==> src/rtl/pwm_pkg.sv <==
package pwm_pkg;
    typedef enum logic {
        SEL_DUTY = 1'b0,
        SEL_CTRL = 1'b1
    } pwm_sel_e;

    localparam int CTRL_PRE_BIT = 0;
endpackage

==> src/rtl/pwm_regs.sv <==
module pwm_regs #(
    parameter int CNT_W = 8
) (
    input  logic             clk,
    input  logic             rst_n,
    input  logic             wr_en,
    input  logic             wr_sel,
    input  logic [CNT_W-1:0] wr_data,
    output logic [CNT_W-1:0] duty_latch,
    output logic             pre_en
);
    import pwm_pkg::*;

    typedef struct packed {
        logic [CNT_W-1:0] latch;
        logic             pre;
    } regs_t;

    regs_t s_d, s_q;

    always_comb begin
        s_d = s_q;
        if (wr_en) begin
            if (pwm_sel_e'(wr_sel) == SEL_DUTY) s_d.latch = wr_data;
            else                                 s_d.pre   = wr_data[CTRL_PRE_BIT];
        end
    end

    always_ff @(posedge clk) begin
        if (!rst_n) s_q <= '0;
        else        s_q <= s_d;
    end

    assign duty_latch = s_q.latch;
    assign pre_en     = s_q.pre;
endmodule

==> src/rtl/pwm_prescale.sv <==
module pwm_prescale #(
    parameter bit HAS_PRESCALE = 1'b1
) (
    input  logic clk,
    input  logic rst_n,
    input  logic tick,
    input  logic pre_en,
    output logic adv
);
    generate
        if (HAS_PRESCALE) begin : g_div
            logic ph_d, ph_q;

            always_comb begin
                ph_d = ph_q;
                if (!pre_en)   ph_d = 1'b0;
                else if (tick) ph_d = ~ph_q;
            end

            always_ff @(posedge clk) begin
                if (!rst_n) ph_q <= 1'b0;
                else        ph_q <= ph_d;
            end

            assign adv = tick && (!pre_en || ph_q);
        end else begin : g_nodiv
            logic unused_ok;
            assign unused_ok = clk ^ rst_n ^ pre_en;
            assign adv = tick;
        end
    endgenerate
endmodule

==> src/rtl/pwm_counter.sv <==
module pwm_counter #(
    parameter int CNT_W = 8
) (
    input  logic             clk,
    input  logic             rst_n,
    input  logic             adv,
    output logic [CNT_W-1:0] cnt,
    output logic             wrap
);
    localparam logic [CNT_W-1:0] CNT_MAX = {CNT_W{1'b1}};

    typedef struct packed {
        logic [CNT_W-1:0] cnt;
    } cnt_t;

    cnt_t s_d, s_q;

    always_comb begin
        s_d = s_q;
        if (adv) s_d.cnt = s_q.cnt + 1'b1;
    end

    always_ff @(posedge clk) begin
        if (!rst_n) s_q <= '0;
        else        s_q <= s_d;
    end

    assign cnt  = s_q.cnt;
    assign wrap = adv && (s_q.cnt == CNT_MAX);
endmodule

==> src/rtl/pwm_compare.sv <==
module pwm_compare #(
    parameter int CNT_W = 8
) (
    input  logic             clk,
    input  logic             rst_n,
    input  logic             wrap,
    input  logic [CNT_W-1:0] duty_latch,
    input  logic [CNT_W-1:0] cnt,
    output logic [CNT_W-1:0] cmp,
    output logic             pwm_out
);
    typedef struct packed {
        logic [CNT_W-1:0] cmp;
    } cmp_t;

    cmp_t s_d, s_q;

    always_comb begin
        s_d = s_q;
        if (wrap) s_d.cmp = duty_latch;
    end

    always_ff @(posedge clk) begin
        if (!rst_n) s_q <= '0;
        else        s_q <= s_d;
    end

    assign cmp     = s_q.cmp;
    assign pwm_out = (s_q.cmp != '0) && (cnt < s_q.cmp);
endmodule

==> src/rtl/latched_pwm.sv <==
module latched_pwm #(
    parameter int CNT_W        = 8,
    parameter bit HAS_PRESCALE = 1'b1
) (
    input  logic             clk,
    input  logic             rst_n,
    input  logic             tick,
    input  logic             wr_en,
    input  logic             wr_sel,
    input  logic [CNT_W-1:0] wr_data,
    output logic             pwm_out
);
    logic [CNT_W-1:0] latch_w, cnt_w, cmp_w;
    logic             pre_w, adv_w, wrap_w;

    pwm_regs #(.CNT_W(CNT_W)) u_regs (
        .clk(clk), .rst_n(rst_n), .wr_en(wr_en), .wr_sel(wr_sel),
        .wr_data(wr_data), .duty_latch(latch_w), .pre_en(pre_w)
    );

    pwm_prescale #(.HAS_PRESCALE(HAS_PRESCALE)) u_pre (
        .clk(clk), .rst_n(rst_n), .tick(tick), .pre_en(pre_w), .adv(adv_w)
    );

    pwm_counter #(.CNT_W(CNT_W)) u_cnt (
        .clk(clk), .rst_n(rst_n), .adv(adv_w), .cnt(cnt_w), .wrap(wrap_w)
    );

    pwm_compare #(.CNT_W(CNT_W)) u_cmp (
        .clk(clk), .rst_n(rst_n), .wrap(wrap_w), .duty_latch(latch_w),
        .cnt(cnt_w), .cmp(cmp_w), .pwm_out(pwm_out)
    );
endmodule

==> config.mk <==
export PLATFORM = sky130hd
export DESIGN_NAME = latched_pwm
export DESIGN_NICKNAME = d
export VERILOG_FILES = /design/src/rtl/pwm_pkg.sv /design/src/rtl/pwm_regs.sv /design/src/rtl/pwm_prescale.sv /design/src/rtl/pwm_counter.sv /design/src/rtl/pwm_compare.sv /design/src/rtl/latched_pwm.sv
export SDC_FILE = /design/constraint.sdc
export NUM_CORES = 1
export LEC_CHECK = 0
export BUFFER_PORTS_ARGS = -buffer_cell sky130_fd_sc_hd__buf_2
export CAP_MARGIN = 40
export CORE_ASPECT_RATIO = 1.1
export CORE_MARGIN = 4
export CORE_UTILIZATION = 45
export CTS_BUF_LIST = sky130_fd_sc_hd__clkbuf_4
export DETAILED_ROUTE_END_ITERATION = 10
export HOLD_SLACK_MARGIN = 0.15
export SLEW_MARGIN = 15
export SYNTH_ARGS = -nofsm -noshare
export SYNTH_HDL_FRONTEND = slang
export SYNTH_SLANG_ARGS = --single-unit
==> constraint.sdc <==
create_clock -name clk -period 2 [get_ports clk]
set_clock_uncertainty 0.15 [all_clocks]
set_input_delay 0.3 -clock clk [delete_from_list [all_inputs] [get_ports clk]]
set_output_delay 0.3 -clock clk [all_outputs]
set_load 0.02 [all_outputs]
==> impl_results.md, run 1 <==
- Max rail drop VDD: a little over 0.0003 V
- Multi-input logic area: ~760 µm²
- CP peak stage delay: between 0.4 and 0.5 ns
- Post-synthesis sequential area ratio: between 40% and 50%
- P per Cell Area: between 500 and 600 nW/µm²
- Crit path max fanout: 3
- Hpwl dp: approximately 1700 µm
- Max-cap violations: 0
- CTS Buf Count: 3
- Total Nets Final: 188
- ANT cells: 0
- Largest family of logic cells by synthesized area: simple AND/OR/NAND/NOR gates
- Synth unique cells: 32
- WP data arrival: 1.68 ns
- Layout area overhead: 23.1%
- Number of global-route vias before repair: 1004
- Synth Area in Compound Gates: 4.44%
- Share of cells above drive strength 1: a little over a fifth
- Drt first pass iters: 4
- # clock sinks: 26
- Synth Area in XOR/XNOR: between 4 and 5%
- Commonest cells in the netlist: dfxtp_1, nand2_1, mux2i_1
- Failing checks: negative setup slack
- I/O Pins: 14
- H-tree level count: 1
- FF-to-FF setup slack: approximately 0.32 ns
- Vias: 991
- Total Die Area: about 3800 µm²
- Core area: roughly 2800 µm²
- CTS max path bufs: 2
- Mux cell area share after synthesis: 12.4%
- Total track usage: around 15%
- Relative max-transition margin: about two thirds
- Yosys top cell area share: about 40%
- Storage element area: ~530 µm²
- Clock slew at reported path FFs: between 0.1 and 0.15 ns
- Die width: between 50 and 60 µm
- Grt ovf: 0
- Crit share post-route: 106%
- Pleak: slightly above 0.6 nW
- FF+latch count, synth: 26
- Global-route wire length before repair: 4350 µm
- # setup viols final: 1
- Worst-margin pin slew: 0.515 ns
- Total power: approximately 0.85 mW
- Cell area after synthesis: 1300 µm²
- Max Slew Vio Count: 0
- Starting Density: a little under half
- Worst EP required: between 1.5 and 2 ns
- Initial DRC Count: 20
- Syn avg cell area: roughly 9.3 µm²
- FFs w/ async S/R, synth: 0%
- RSZ-0062 raised after global routing: yes
- Clock latency on the worst-skew pair: just over 0.3 ns
- GPL Wtd Cong: ~0.75
- Initial antenna violation count: 0
- Synth area leaders: dfxtp_1, mux2i_1, ha_1, nand2_1, nor2b_1
- Min Clock Period, post-route: roughly 2.1 ns
- Hold slack: ~0.20 ns
- Outcome: complete, but fails checks
- Worst setup slack after layout: -0.129 ns
- Post-synth EDFFs: 0
- Post-DRT Antenna Nets: 0
- Largest net degree at the start of global routing: 36
- Synth Area in Adders: 7.72%
- DR DRC count: 0
- Crit Path Category: flop to primary output
- Cell Chain, Critical Path: inv_1, ha_1, nand3_1, nand2_1, a221oi_2, o31a_1, buf_6
- Routed WL per cell: roughly 12 µm
- CTS tree: done
- Post-Synth Simple-Gate Area: 26.4%
- Synth Flop Type: dfxtp_1
- Root Buffer: clkbuf_4
- Detailed Route WL: 2450 µm
- Critical Path End Type: primary output
- I/O Buffers: 13
- Filler Cells Inserted: between 200 and 300
- Via density: roughly 5.0
- Hold Crit Class: input port to flop
- Most common cell in the synthesized netlist: dfxtp_1
- Synth warnings: 0
- Slowest CP cell: dfxtp_1
- Startpoint Class: flop
- Die Height: ~64 µm
- Achievable Freq: roughly 0.47 GHz
- Cells after Synth: 140
- Largest area contributor in the netlist: dfxtp_1
- Site row count: 20
- Net count after synthesis: about 160
- Hold Vio Cnt, Final: 0
report_power, final:
group          internal (mW)  total, mW  switching, mW
logic                 0.0486     0.0877         0.0392
registers              0.532      0.542         0.0104
clock network         0.0729      0.224          0.151
layout make-up:
cell class	count	area share (%)
clock buffers	3	1.41
inverters	8	1.88
multi-input cells	100	47.7
well taps	33	2.59
clock inverters	1	0.235
repair buffers	28	13.3
flip-flops and latches	26	32.9
cells in the final DEF, fill, tap and decap left out, types with 6 or more instances in the layout:
cell	count
and2_1	7
buf_2	12
dfxtp_1	22
dlygate4sd3_1	11
ha_1	6
inv_1	7
mux2i_1	16
nand2_1	22
nor2b_1	9
xnor2_1	6
per-stage QoR:
stage               area, µm²  worst slack [ns]  instances  TNS [ns]  utilization (%)
global route             1600            -0.264        199    -0.264             58.0
finish                   1600            -0.129        199    -0.129             58.0
global placement         1390             0.117        181         0             50.3
detailed placement       1390           -0.0123        181   -0.0123             50.3
CTS                      1600            -0.132        199    -0.132             58.0
floorplan                1300             0.169        140         0                -
kinds of logic (layout without fill, tap and decap cells):
logic type,Yosys count,in the layout
adder cells (fa/ha/maj),8,8
multiplexers,16,16
flip-flops,26,26
buffers and inverters,14,40
AO/OA/AOI/OAI,8,8
AND/OR/NAND/NOR,61,61
XOR/XNOR,7,7
timing repair:
action | 4_1_cts | 5_1_grt
hold endpoints to repair | 9 | 0
resized for setup | 12 | 0
buffers inserted | 3 | 0
setup endpoints to repair | 1 | 1
hold buffers | 11 | 0
pin swaps | 2 | 0
flip-flops by register name (all words and copies together), names as in the netlist:
name and cells:
u_regs.pre_en 1, u_pre.g_div.ph_q 1, u_cmp.cmp 8, u_regs.duty_latch 8, u_cnt.cnt 8
worst max-delay path, delay by kind of cell, from the launching register on:
kind,cells,cell delay (ns)
compound gates,2,0.43
fa+ha+maj,1,0.19
buf+inv,2,0.18
flops,1,0.42
simple gates,2,0.14
path summary, 6_finish.rpt:
kind / cells past startpoint / start / to
max reg2reg: 5 / u_cnt.cnt[6] / u_cmp.cmp[3]
max: 7 / u_cmp.cmp[4] / pwm_out
min: 3 / tick / u_cnt.cnt[1]
min reg2reg: 2 / u_regs.duty_latch[2] / u_cmp.cmp[2]
metal layers:
metal	up-vias	global-route usage, %	share of wire [%]
li1	527	-	-
met1	446	17.6	45
met2	12	25.3	51
met3	6	3.03	2.4
met4	0	5.10	2.2
met5	-	0	0
(Power assumes the default switching activity.)
==> run 2, diff against run 1 <==
CAP_MARGIN = unset   (was 40)
GPL_TIMING_DRIVEN = 0   (was unset)
SETUP_SLACK_MARGIN = 0.2   (was unset)
==> run 2 against run 1 <==
Against the previous run: global-route usage grew 0.21 points; the flow still finishes with violations (negative setup slack); non-clock buffer count grew 1; maximum frequency is essentially flat; register-to-register slack gained 0.14 ns; die area is the same; design area grew 0.31%; critical path depth is the same; critical endpoint unchanged; critical path type unchanged; power shrank 0.54%; wire length grew 1.3%; core utilization grew 0.18 points; via count grew 0.61%.
==> impl_results.md, run 2 (synthesis results as in run 1) <==
- Outcome: complete, but fails checks
- Failing checks: negative setup slack
- Worst Reg2Reg Path Length in Cells: 5
- Grt ovf: 0
- Max rail drop VDD: between 0.0003 and 0.0004 V
- Combinational power share: between 10% and 20%
- Core area: ~2800 µm²
- Total Nets Final: 189
- Switching pwr: about 0.2 mW
- # clock sinks: 26
- Total power: 0.849 mW
- Clock latency on the worst-skew pair: 0.31 ns
- Met1 Use GR: 18.5%
- Max-cap violations: 0
- Site row count: 20
- Crit share post-route: 106%
- Worst-margin pin slew: 0.434 ns
- Root Buffer: clkbuf_4
- Met3 usage in global routing: ~1.8%
- CTS tree: done
- Number of global-route vias before repair: 1025
- Die Height: ~64 µm
- I/O Buffers: 11
- Start point of the critical path: u_cmp.cmp[6]
- Drt first pass iters: 4
- DR DRC count: 0
- RSZ-0062 raised after global routing: yes
- GPL Wtd Cong: approximately 0.76
- Crit Path Category: flop to primary output
- Initial antenna violation count: 0
- Detailed Route WL: roughly 2500 µm
- Most Used Layer, Global Route: met2
- Total Die Area: between 3000 and 4000 µm²
- Share of cells above drive strength 1: around a fifth
- Routed WL per cell: 12.5 µm
- Total track usage: between 10% and 20%
- Most frequent cells in the layout: nand2_1, dfxtp_1, mux2i_1, buf_2, dlygate4sd3_1
- Hold path startpoint: tick
- Post-DRT Antenna Nets: 0
- Net Sw Frac: about a quarter
- Met2 Usage GRT: 26.7%
- Crit path max fanout: 3
- Starting Density: between 40 and 50%
- H-tree level count: 1
- Startpoint Class: flop
- Layout area overhead: 23.5%
- ANT cells: 0
- Commonest non-fill, non-tap cell in the layout: nand2_1
- Die width: ~60 µm
- Pint: between 0.6 and 0.7 mW
- Clock power frac: between 20% and 30%
- Via density: ~5
- Initial DRC Count: 13
- Hpwl dp: ~1800 µm
- Min Clock Period, post-route: roughly 2.1 ns
- Pleak: between 0.6 and 0.7 nW
- Critical Path End Type: primary output
- Final Cell Area: approximately 1600 µm²
- P per Cell Area: 531 nW/µm²
- Worst setup slack after layout: -0.129 ns
- Seq pwr share: between 60% and 70%
- Vias: ~1000
- Hold Crit Class: input port to flop
- Worst EP required: 1.55 ns
- Achievable Freq: around 0.47 GHz
- # setup viols final: 1
- FF-to-FF Start: u_cnt.cnt[3]
- WP data arrival: roughly 1.7 ns
- Global-route wire length before repair: between 4000 and 5000 µm
- Max Slew Vio Count: 0
- CTS max path bufs: 2
- Largest net degree at the start of global routing: 14
- CTS Buf Count: 3
- Hold Vio Cnt, Final: 0
- Placement Cell Area: 1410 µm²
- Worst hold path depth: 3
- I/O Pins: 14
- Clock slew at reported path FFs: 0.14 ns
- Relative max-transition margin: a little under three quarters
## run 2: final timing paths
path / to / slack (ns)
setup / recovery: pwm_out / -0.13
hold / removal: u_cnt.cnt[1] / 0.18
setup reg to reg: u_cmp.cmp[4] / 0.46
hold reg to reg: u_cmp.cmp[6] / 0.31
## run 2: area by class of cell
type / instances / area, µm²
buffer: 6 / 25.0
clock buffer: 3 / 22.5
fill: 271 / 1150
inverter: 8 / 30.0
multi-input combinational: 100 / 761
sequential: 26 / 529
tap: 33 / 41.3
timing repair buffer: 23 / 191
## run 2: layer usage
metal	share of wire (%)	vias to the layer above
met5	0	-
met4	0.60	0
met3	1.6	2
met2	54	6
met1	44	466
li1	-	523
## run 2: worst max-delay path, stage by stage, from the launching register on
cell,delay (ns)
dfxtp_2,0.37
inv_2,0.05
ha_4,0.22
a21oi_2,0.10
nand2_1,0.07
a221oi_2,0.25
o31a_1,0.20
buf_6,0.12
## run 2: power groups by stage
stage               clock [mW]  sequential, mW  combinational (mW)
global placement             0           0.553              0.0707
finish                   0.218           0.541              0.0898
CTS                      0.226           0.541              0.0885
floorplan                    0           0.551              0.0516
global route             0.247           0.544               0.102
detailed placement           0           0.554              0.0725
## run 2: stage by stage
step,worst slack [ns],utilization [%],hold WS (ns),TNS [ns],instances
after floorplan,0.230,-,0.287,0,140
after detailed placement,0.0752,51.3,0.306,0,184
after CTS,-0.156,57.2,0.177,-0.156,198
after global routing,-0.239,58.1,0.180,-0.239,199
after global placement,0.114,51.3,0.302,0,184
final,-0.129,58.1,0.185,-0.129,199
## run 2: what timing repair did
action / CTS / global route
gates cloned: 0 / 0
buffers inserted: 0 / 1
resized for setup: 10 / 2
endpoints found under the setup margin: 1 / 5
pin swaps: 3 / 1
hold endpoints to repair: 9 / 0
hold buffers: 11 / 0
